[config.mk]
export PLATFORM = sky130hd
export DESIGN_NAME = irq_vector_ctrl
export DESIGN_NICKNAME = d
export VERILOG_FILES = /design/src/rtl/irqc_pkg.sv /design/src/rtl/irqc_decode.sv /design/src/rtl/irqc_srcbank.sv /design/src/rtl/irqc_prio.sv /design/src/rtl/irq_vector_ctrl.sv
export SDC_FILE = /design/constraint.sdc
export NUM_CORES = 1
export LEC_CHECK = 0
export ABC_AREA = 0
export ABC_CLOCK_PERIOD_IN_PS = 5610
export BUFFER_PORTS_ARGS = -buffer_cell sky130_fd_sc_hd__buf_2
export CORE_ASPECT_RATIO = 0.7
export CORE_MARGIN = 2
export CORE_UTILIZATION = 31
export CTS_CLUSTER_SIZE = 40
export DETAILED_ROUTE_END_ITERATION = 7
export HOLD_SLACK_MARGIN = 0.12
export SYNTH_ARGS = -nofsm -noshare
export SYNTH_HDL_FRONTEND = slang
export SYNTH_SLANG_ARGS = --single-unit
[constraint.sdc]
create_clock -name clk -period 5.61 [get_ports clk]
set_input_delay 0.8415 -clock clk [delete_from_list [all_inputs] [get_ports clk]]
set_output_delay 0.8415 -clock clk [all_outputs]
set_load 0.1 [all_outputs]
[src/rtl/irqc_pkg.sv]
package irqc_pkg;

    localparam int NSRC = 32;
    localparam int DW   = 32;
    localparam int AW   = 5;
    localparam int IW   = $clog2(NSRC);

    typedef enum logic [2:0] {
        RS_STATUS = 3'd0,
        RS_PEND   = 3'd1,
        RS_ENABLE = 3'd2,
        RS_ACK    = 3'd3,
        RS_SETEN  = 3'd4,
        RS_CLREN  = 3'd5,
        RS_VECTOR = 3'd6,
        RS_MASTER = 3'd7
    } reg_sel_e;

    typedef struct packed {
        logic          ld_en;
        logic          set_en;
        logic          clr_en;
        logic          ack;
        logic          ld_master;
        logic [DW-1:0] data;
    } wr_cmd_t;

    function automatic reg_sel_e word_of(input logic [AW-1:0] a);
        return reg_sel_e'(a[AW-1:2]);
    endfunction

endpackage

[src/rtl/irqc_decode.sv]
module irqc_decode
    import irqc_pkg::*;
(
    input  logic          sel,
    input  logic          wr,
    input  logic [AW-1:0] addr,
    input  logic [DW-1:0] wdata,
    output wr_cmd_t       cmd
);
    reg_sel_e rs;

    always_comb begin
        rs            = word_of(addr);
        cmd           = '0;
        cmd.data      = wdata;
        if (sel && wr) begin
            unique case (rs)
                RS_ENABLE: cmd.ld_en     = 1'b1;
                RS_SETEN:  cmd.set_en    = 1'b1;
                RS_CLREN:  cmd.clr_en    = 1'b1;
                RS_ACK:    cmd.ack       = 1'b1;
                RS_MASTER: cmd.ld_master = 1'b1;
                default:   ;
            endcase
        end
    end
endmodule

[src/rtl/irqc_srcbank.sv]
module irqc_srcbank
    import irqc_pkg::*;
(
    input  logic            clk,
    input  logic            rst,
    input  wr_cmd_t         cmd,
    input  logic            arm,
    input  logic [NSRC-1:0] req,
    output logic [NSRC-1:0] status,
    output logic [NSRC-1:0] enable
);
    logic [NSRC-1:0] set_vec;
    logic [NSRC-1:0] clr_vec;

    assign set_vec = arm ? req : '0;
    assign clr_vec = cmd.ack ? cmd.data[NSRC-1:0] : '0;

    always_ff @(posedge clk) begin
        if (rst) begin
            status <= '0;
        end else begin
            status <= (status & ~clr_vec) | set_vec;
        end
    end

    always_ff @(posedge clk) begin
        if (rst) begin
            enable <= '0;
        end else if (cmd.ld_en) begin
            enable <= cmd.data[NSRC-1:0];
        end else if (cmd.set_en) begin
            enable <= enable | cmd.data[NSRC-1:0];
        end else if (cmd.clr_en) begin
            enable <= enable & ~cmd.data[NSRC-1:0];
        end
    end

    // acknowledged bits without a same-cycle request are gone
    a_r4_ack_clears: assert property (@(posedge clk) disable iff (rst)
        cmd.ack |=> ((status & $past(cmd.data[NSRC-1:0] & ~set_vec)) == '0));

    // a request always survives, even against an acknowledge
    a_r5_req_wins: assert property (@(posedge clk) disable iff (rst)
        (set_vec != '0) |=> ((status & $past(set_vec)) == $past(set_vec)));

    // set alias turns on written bits
    a_r3_set_alias: assert property (@(posedge clk) disable iff (rst)
        cmd.set_en |=> ((enable & $past(cmd.data[NSRC-1:0])) == $past(cmd.data[NSRC-1:0])));

    // clear alias touches only written bits
    a_r3_clr_alias: assert property (@(posedge clk) disable iff (rst)
        cmd.clr_en |=> (enable == ($past(enable) & ~$past(cmd.data[NSRC-1:0]))));

    // unarmed inputs never raise status
    a_r2_unarmed: assert property (@(posedge clk) disable iff (rst)
        !arm |=> ((status & ~$past(status)) == '0));
endmodule

[src/rtl/irqc_prio.sv]
module irqc_prio
    import irqc_pkg::*;
(
    input  logic [NSRC-1:0] pend,
    output logic            found,
    output logic [IW-1:0]   idx
);
    logic [NSRC:0]   seen;
    logic [NSRC-1:0] first;

    assign seen[0] = 1'b0;

    for (genvar g = 0; g < NSRC; g++) begin : g_chain
        assign first[g]  = pend[g] & ~seen[g];
        assign seen[g+1] = seen[g] | pend[g];
    end

    assign found = seen[NSRC];

    always_comb begin
        idx = '0;
        for (int i = 0; i < NSRC; i++) begin
            if (first[i]) idx = idx | IW'(i);
        end
    end

    // the chosen source is pending and nothing below it is
    always_comb begin
        if (found) begin
            a_r7_lowest: assert (pend[idx] && ((pend & ((NSRC'(1) << idx) - NSRC'(1))) == '0));
        end
        a_r7_single: assert ($onehot0(first));
    end
endmodule

[src/rtl/irq_vector_ctrl.sv]
module irq_vector_ctrl
    import irqc_pkg::*;
(
    input  logic          clk,
    input  logic          rst,
    input  logic          bus_sel,
    input  logic          bus_wr,
    input  logic [4:0]    bus_addr,
    input  logic [31:0]   bus_wdata,
    output logic [31:0]   bus_rdata,
    input  logic [31:0]   irq_in,
    output logic          irq_out
);
    wr_cmd_t         cmd;
    logic [NSRC-1:0] status;
    logic [NSRC-1:0] enable;
    logic [NSRC-1:0] pending;
    logic [1:0]      master;
    logic            found;
    logic [IW-1:0]   idx;
    logic            irq_q;

    irqc_decode u_dec (
        .sel   (bus_sel),
        .wr    (bus_wr),
        .addr  (bus_addr),
        .wdata (bus_wdata),
        .cmd   (cmd)
    );

    irqc_srcbank u_bank (
        .clk    (clk),
        .rst    (rst),
        .cmd    (cmd),
        .arm    (master[1]),
        .req    (irq_in[NSRC-1:0]),
        .status (status),
        .enable (enable)
    );

    assign pending = status & enable;

    irqc_prio u_prio (
        .pend  (pending),
        .found (found),
        .idx   (idx)
    );

    always_ff @(posedge clk) begin
        if (rst) begin
            master <= 2'b00;
            irq_q  <= 1'b0;
        end else begin
            if (cmd.ld_master) master <= cmd.data[1:0];
            irq_q <= master[0] & (|pending);
        end
    end

    assign irq_out = irq_q;

    always_comb begin
        bus_rdata = '0;
        unique case (word_of(bus_addr))
            RS_STATUS: bus_rdata = DW'(status);
            RS_PEND:   bus_rdata = DW'(pending);
            RS_ENABLE: bus_rdata = DW'(enable);
            RS_VECTOR: bus_rdata = found ? DW'(idx) : '1;
            RS_MASTER: bus_rdata = DW'(master);
            default:   bus_rdata = '0;
        endcase
    end

    // output follows gated pending one clock later
    a_r9_irq_rise: assert property (@(posedge clk) disable iff (rst)
        (master[0] && (pending != '0)) |=> irq_out);
    a_r9_irq_off: assert property (@(posedge clk) disable iff (rst)
        !master[0] |=> !irq_out);

    // alias and acknowledge offsets read as zero
    a_r10_wo_zero: assert property (@(posedge clk) disable iff (rst)
        (bus_sel && !bus_wr && (bus_addr[4:2] inside {3'd3, 3'd4, 3'd5})) |-> (bus_rdata == '0));

    // master upper bits never read as one
    a_r8_master_w: assert property (@(posedge clk) disable iff (rst)
        (bus_addr[4:2] == 3'd7) |-> (bus_rdata[31:2] == '0));
endmodule

==> summary.md <==
| Metric | Value |
|---|---|
| Fill cell count | 1312 |
| Ant diodes | 0 |
| Period utilization | 75.5% |
| Post-DP HPWL | 9210 um |
| Xor and xnor area share after synthesis | 0.222% |
| Residual DRC | 0 |
| Root Buffer | clkbuf_16 |
| Sw power | 0.373 mW |
| Global Route Usage Sum | 20.2% |
| Post-synth EDFFs | 0 |
| Final setup skew | 0.00634 ns |
| Final net count | 695 |
| Leakage dissipation | 1.83 nW |
| Largest net degree at the start of global routing | 69 |
| First-pass GRT wire length | 22300 um |
| Worst EP required | 4.77 ns |
| Post-CTS sizing | 0 |
| Avg Synthesized Cell Area | 7.27 um^2 |
| Met2 routed WL | 5550 um |
| Placed Area | 4560 um^2 |
| R2r startpoint | u_bank.status[21]$_SDFF_PP0_ |
| Max IR drop VDD | 0.146 mV |
| # Post-CTS Setup Buffers | 0 |
| Sequential area share after synthesis | 34.0% |
| Largest family of logic cells by synthesized area | compound AO/OA/AOI/OAI gates |
| Die W | 139 um |
| Uppermost layer routed | met4 |
| Post-Syn Nets | 616 |
| Initial core utilization | 31.8% |
| Final min period | 4.24 ns |
| Number of hold buffers added after CTS | 0 |
| Pwr dens | 274 nW/um^2 |
| I/O pins | 106 |
| Total CTS buffers | 9 |
| Reg clk slew, reported paths | 0.06 ns |
| RSZ-0062 raised after global routing | no |
| Met3 Wirelength | 1280 um |
| Area delta synth->final | 24.3% |
| Synth top area share | 34.0% |
| WHS Path Cells | 2 |
| Cell taking the most area after synthesis | dfxtp_1 |
| Share of layout cells above drive strength 1 | 23.1% |
| Slew @ Worst Pin | 1.17 ns |
| Slew Limit Headroom | 21.9% |
| Post-Synthesis Cells | 543 |
| Status | finished clean |
| DR WL/cell | 17.2 um |
| Crit Path Category | input port to primary output |
| Post-Route WL | 13600 um |
| CTS Buffer Depth | 2 |
| Clk Latency, worst-skew pair | 0.34 ns |
| Post-Route Setup TNS | 0 ns |
| Most common cell in the synthesized netlist | nand2_1 |
| Fin area | 4910 um^2 |
| R2R setup slack | 3.71 ns |
| Synth unique cells | 46 |
| DIE AREA | 13700 um^2 |
| Hold WC Path Type | register to register |
| Fmax | 236 MHz |
| Max Cap Viol | 0 |
| M1 WL | 6660 um |
| Simple-gate share of the synthesized area | 20.5% |
| Core Footprint | 12400 um^2 |
| Internal power | 0.973 mW |
| Post-route ant nets | 0 |
| CTS tree | yes |
| Mux cell area share after synthesis | 0.507% |
| Post-synth ARST share | 0% |
| Clock group share of total power | 48.8% |
| Port buffer count | 103 |
| Initial antenna violation count | 0 |
| Post-synth top cells | 93 x nand2_1, 73 x a22oi_1, 68 x nor2_1, 67 x dfxtp_1, 57 x o21ai_0 |
| Final core area utilization | 39.5% |
| Final Max Slew Viols | 0 |
| Via count | 4416 |
| Final Hold Fails | 0 |
| Worst r2r dst | irq_out$_SDFF_PP0_ |
| Combinational Power Share | 14.8% |
| Setup Viol. Count Final | 0 |
| First drt pass iteration count | 6 |
| Mapped cell area | 3950 um^2 |
| Crit path DAT | 3.40 ns |
| Post-synthesis adder-cell area fraction | 0% |
| Synth Area in Compound Gates | 37.3% |
| Dominant cells by area after synthesis | dfxtp_1 34%, a22oi_1 14%, nand2_1 8.8% |
| Most frequently used flop master after synthesis | dfxtp_1 |
| Crit start category | input port |
| Sequential share of power | 36.5% |
| Row count | 34 |
| GRT overflow | 0 |
| FF-to-FF path depth | 5 |
| HP Start | master[0]$_SDFFE_PP0P_ |
| Die Y | 98.4 um |
| CTS sink cnt | 67 |
| Via/cell ratio | 5.60 |
| Worst Hold End | irq_out$_SDFF_PP0_ |
| Crit end category | primary output |
| H-tree levels | 3 |
| Synth Warn # | 0 |
| Switching Share | 27.7% |
| Crit path max fanout | 44 |
| Initial DRC Count | 480 |
| Global placement routability congestion | 0.803 |
| Yosys reg bits | 67 |
| Vias in the first global route | 4225 |
[through the flow]
step / setup WS, ns / std cells / hold slack, ns / total power, mW
6_report: 1.37 / 789 / 0.518 / 1.35
5_1_grt: 1.25 / 789 / 0.547 / 1.39
4_1_cts: 1.46 / 789 / 0.506 / 1.35
3_5_place_dp: 1.51 / 773 / 0.494 / 0.698
3_3_place_gp: 1.54 / 773 / 0.498 / 0.695
2_1_floorplan: 1.04 / 543 / 0.451 / 0.636
[cell families after synthesis]
family                 count (synthesis)
AO/OA/AOI/OAI                        207
multiplexers                           2
XOR/XNOR                               1
buffers and inverters                 74
AND/OR/NAND/NOR                      192
flip-flops                            67
[routing by layer]
metal / vias up / track usage (%)
li1: 2144 / -
met1: 2052 / 30.3
met2: 209 / 29.3
met3: 11 / 5.05
met4: 0 / 3.96
met5: - / 0
[final cells by class]
cell class / count / area (um^2) / share of cell area (%)
Multi-Input combinational cell: 402 / 2330 / 47.5
Clock inverter: 5 / 100 / 2.04
Timing Repair Buffer: 111 / 576 / 11.7
Sequential cell: 67 / 1340 / 27.3
Clock buffer: 11 / 243 / 4.95
Tap cell: 162 / 203 / 4.13
Inverter: 31 / 116 / 2.37
[critical path, stage by stage]
cell and delay, ns:
buf_2 0.60, nand2b_1 0.54, buf_4 0.37, o21ai_0 0.09
a22oi_1 0.09, o21ai_0 0.34, buf_2 0.50
[power by group through the flow]
stage	clock (mW)	sequential (mW)	combinational, mW
floorplan	0	0.498	0.138
global placement	0	0.500	0.195
detailed placement	0	0.501	0.198
CTS	0.665	0.490	0.198
global route	0.684	0.491	0.213
finish	0.657	0.491	0.199
[cell usage in the layout (no fill, tap or decap), types with 3 or more instances in the layout]
master,count
a21oi_1,9
a22oi_1,73
a32oi_1,35
and2_1,3
buf_2,103
buf_4,8
bufinv_16,3
clkbuf_16,9
dfxtp_1,67
inv_1,31
nand2_1,93
nand2b_1,3
nand3_1,7
nand4_1,4
nor2_1,67
o21ai_0,57
o21ai_2,10
[worst max-delay path by stage]
stage,endpoint,cells past startpoint,startpoint
after floorplan,bus_rdata[18],5,bus_addr[2]
after global placement,bus_rdata[20],7,bus_addr[3]
after detailed placement,bus_rdata[20],7,bus_addr[3]
after CTS,bus_rdata[20],7,bus_addr[3]
after global routing,bus_rdata[18],7,u_bank.status[12]$_SDFF_PP0_
final,bus_rdata[20],7,bus_addr[3]
Power figures use the tool's default switching activity.
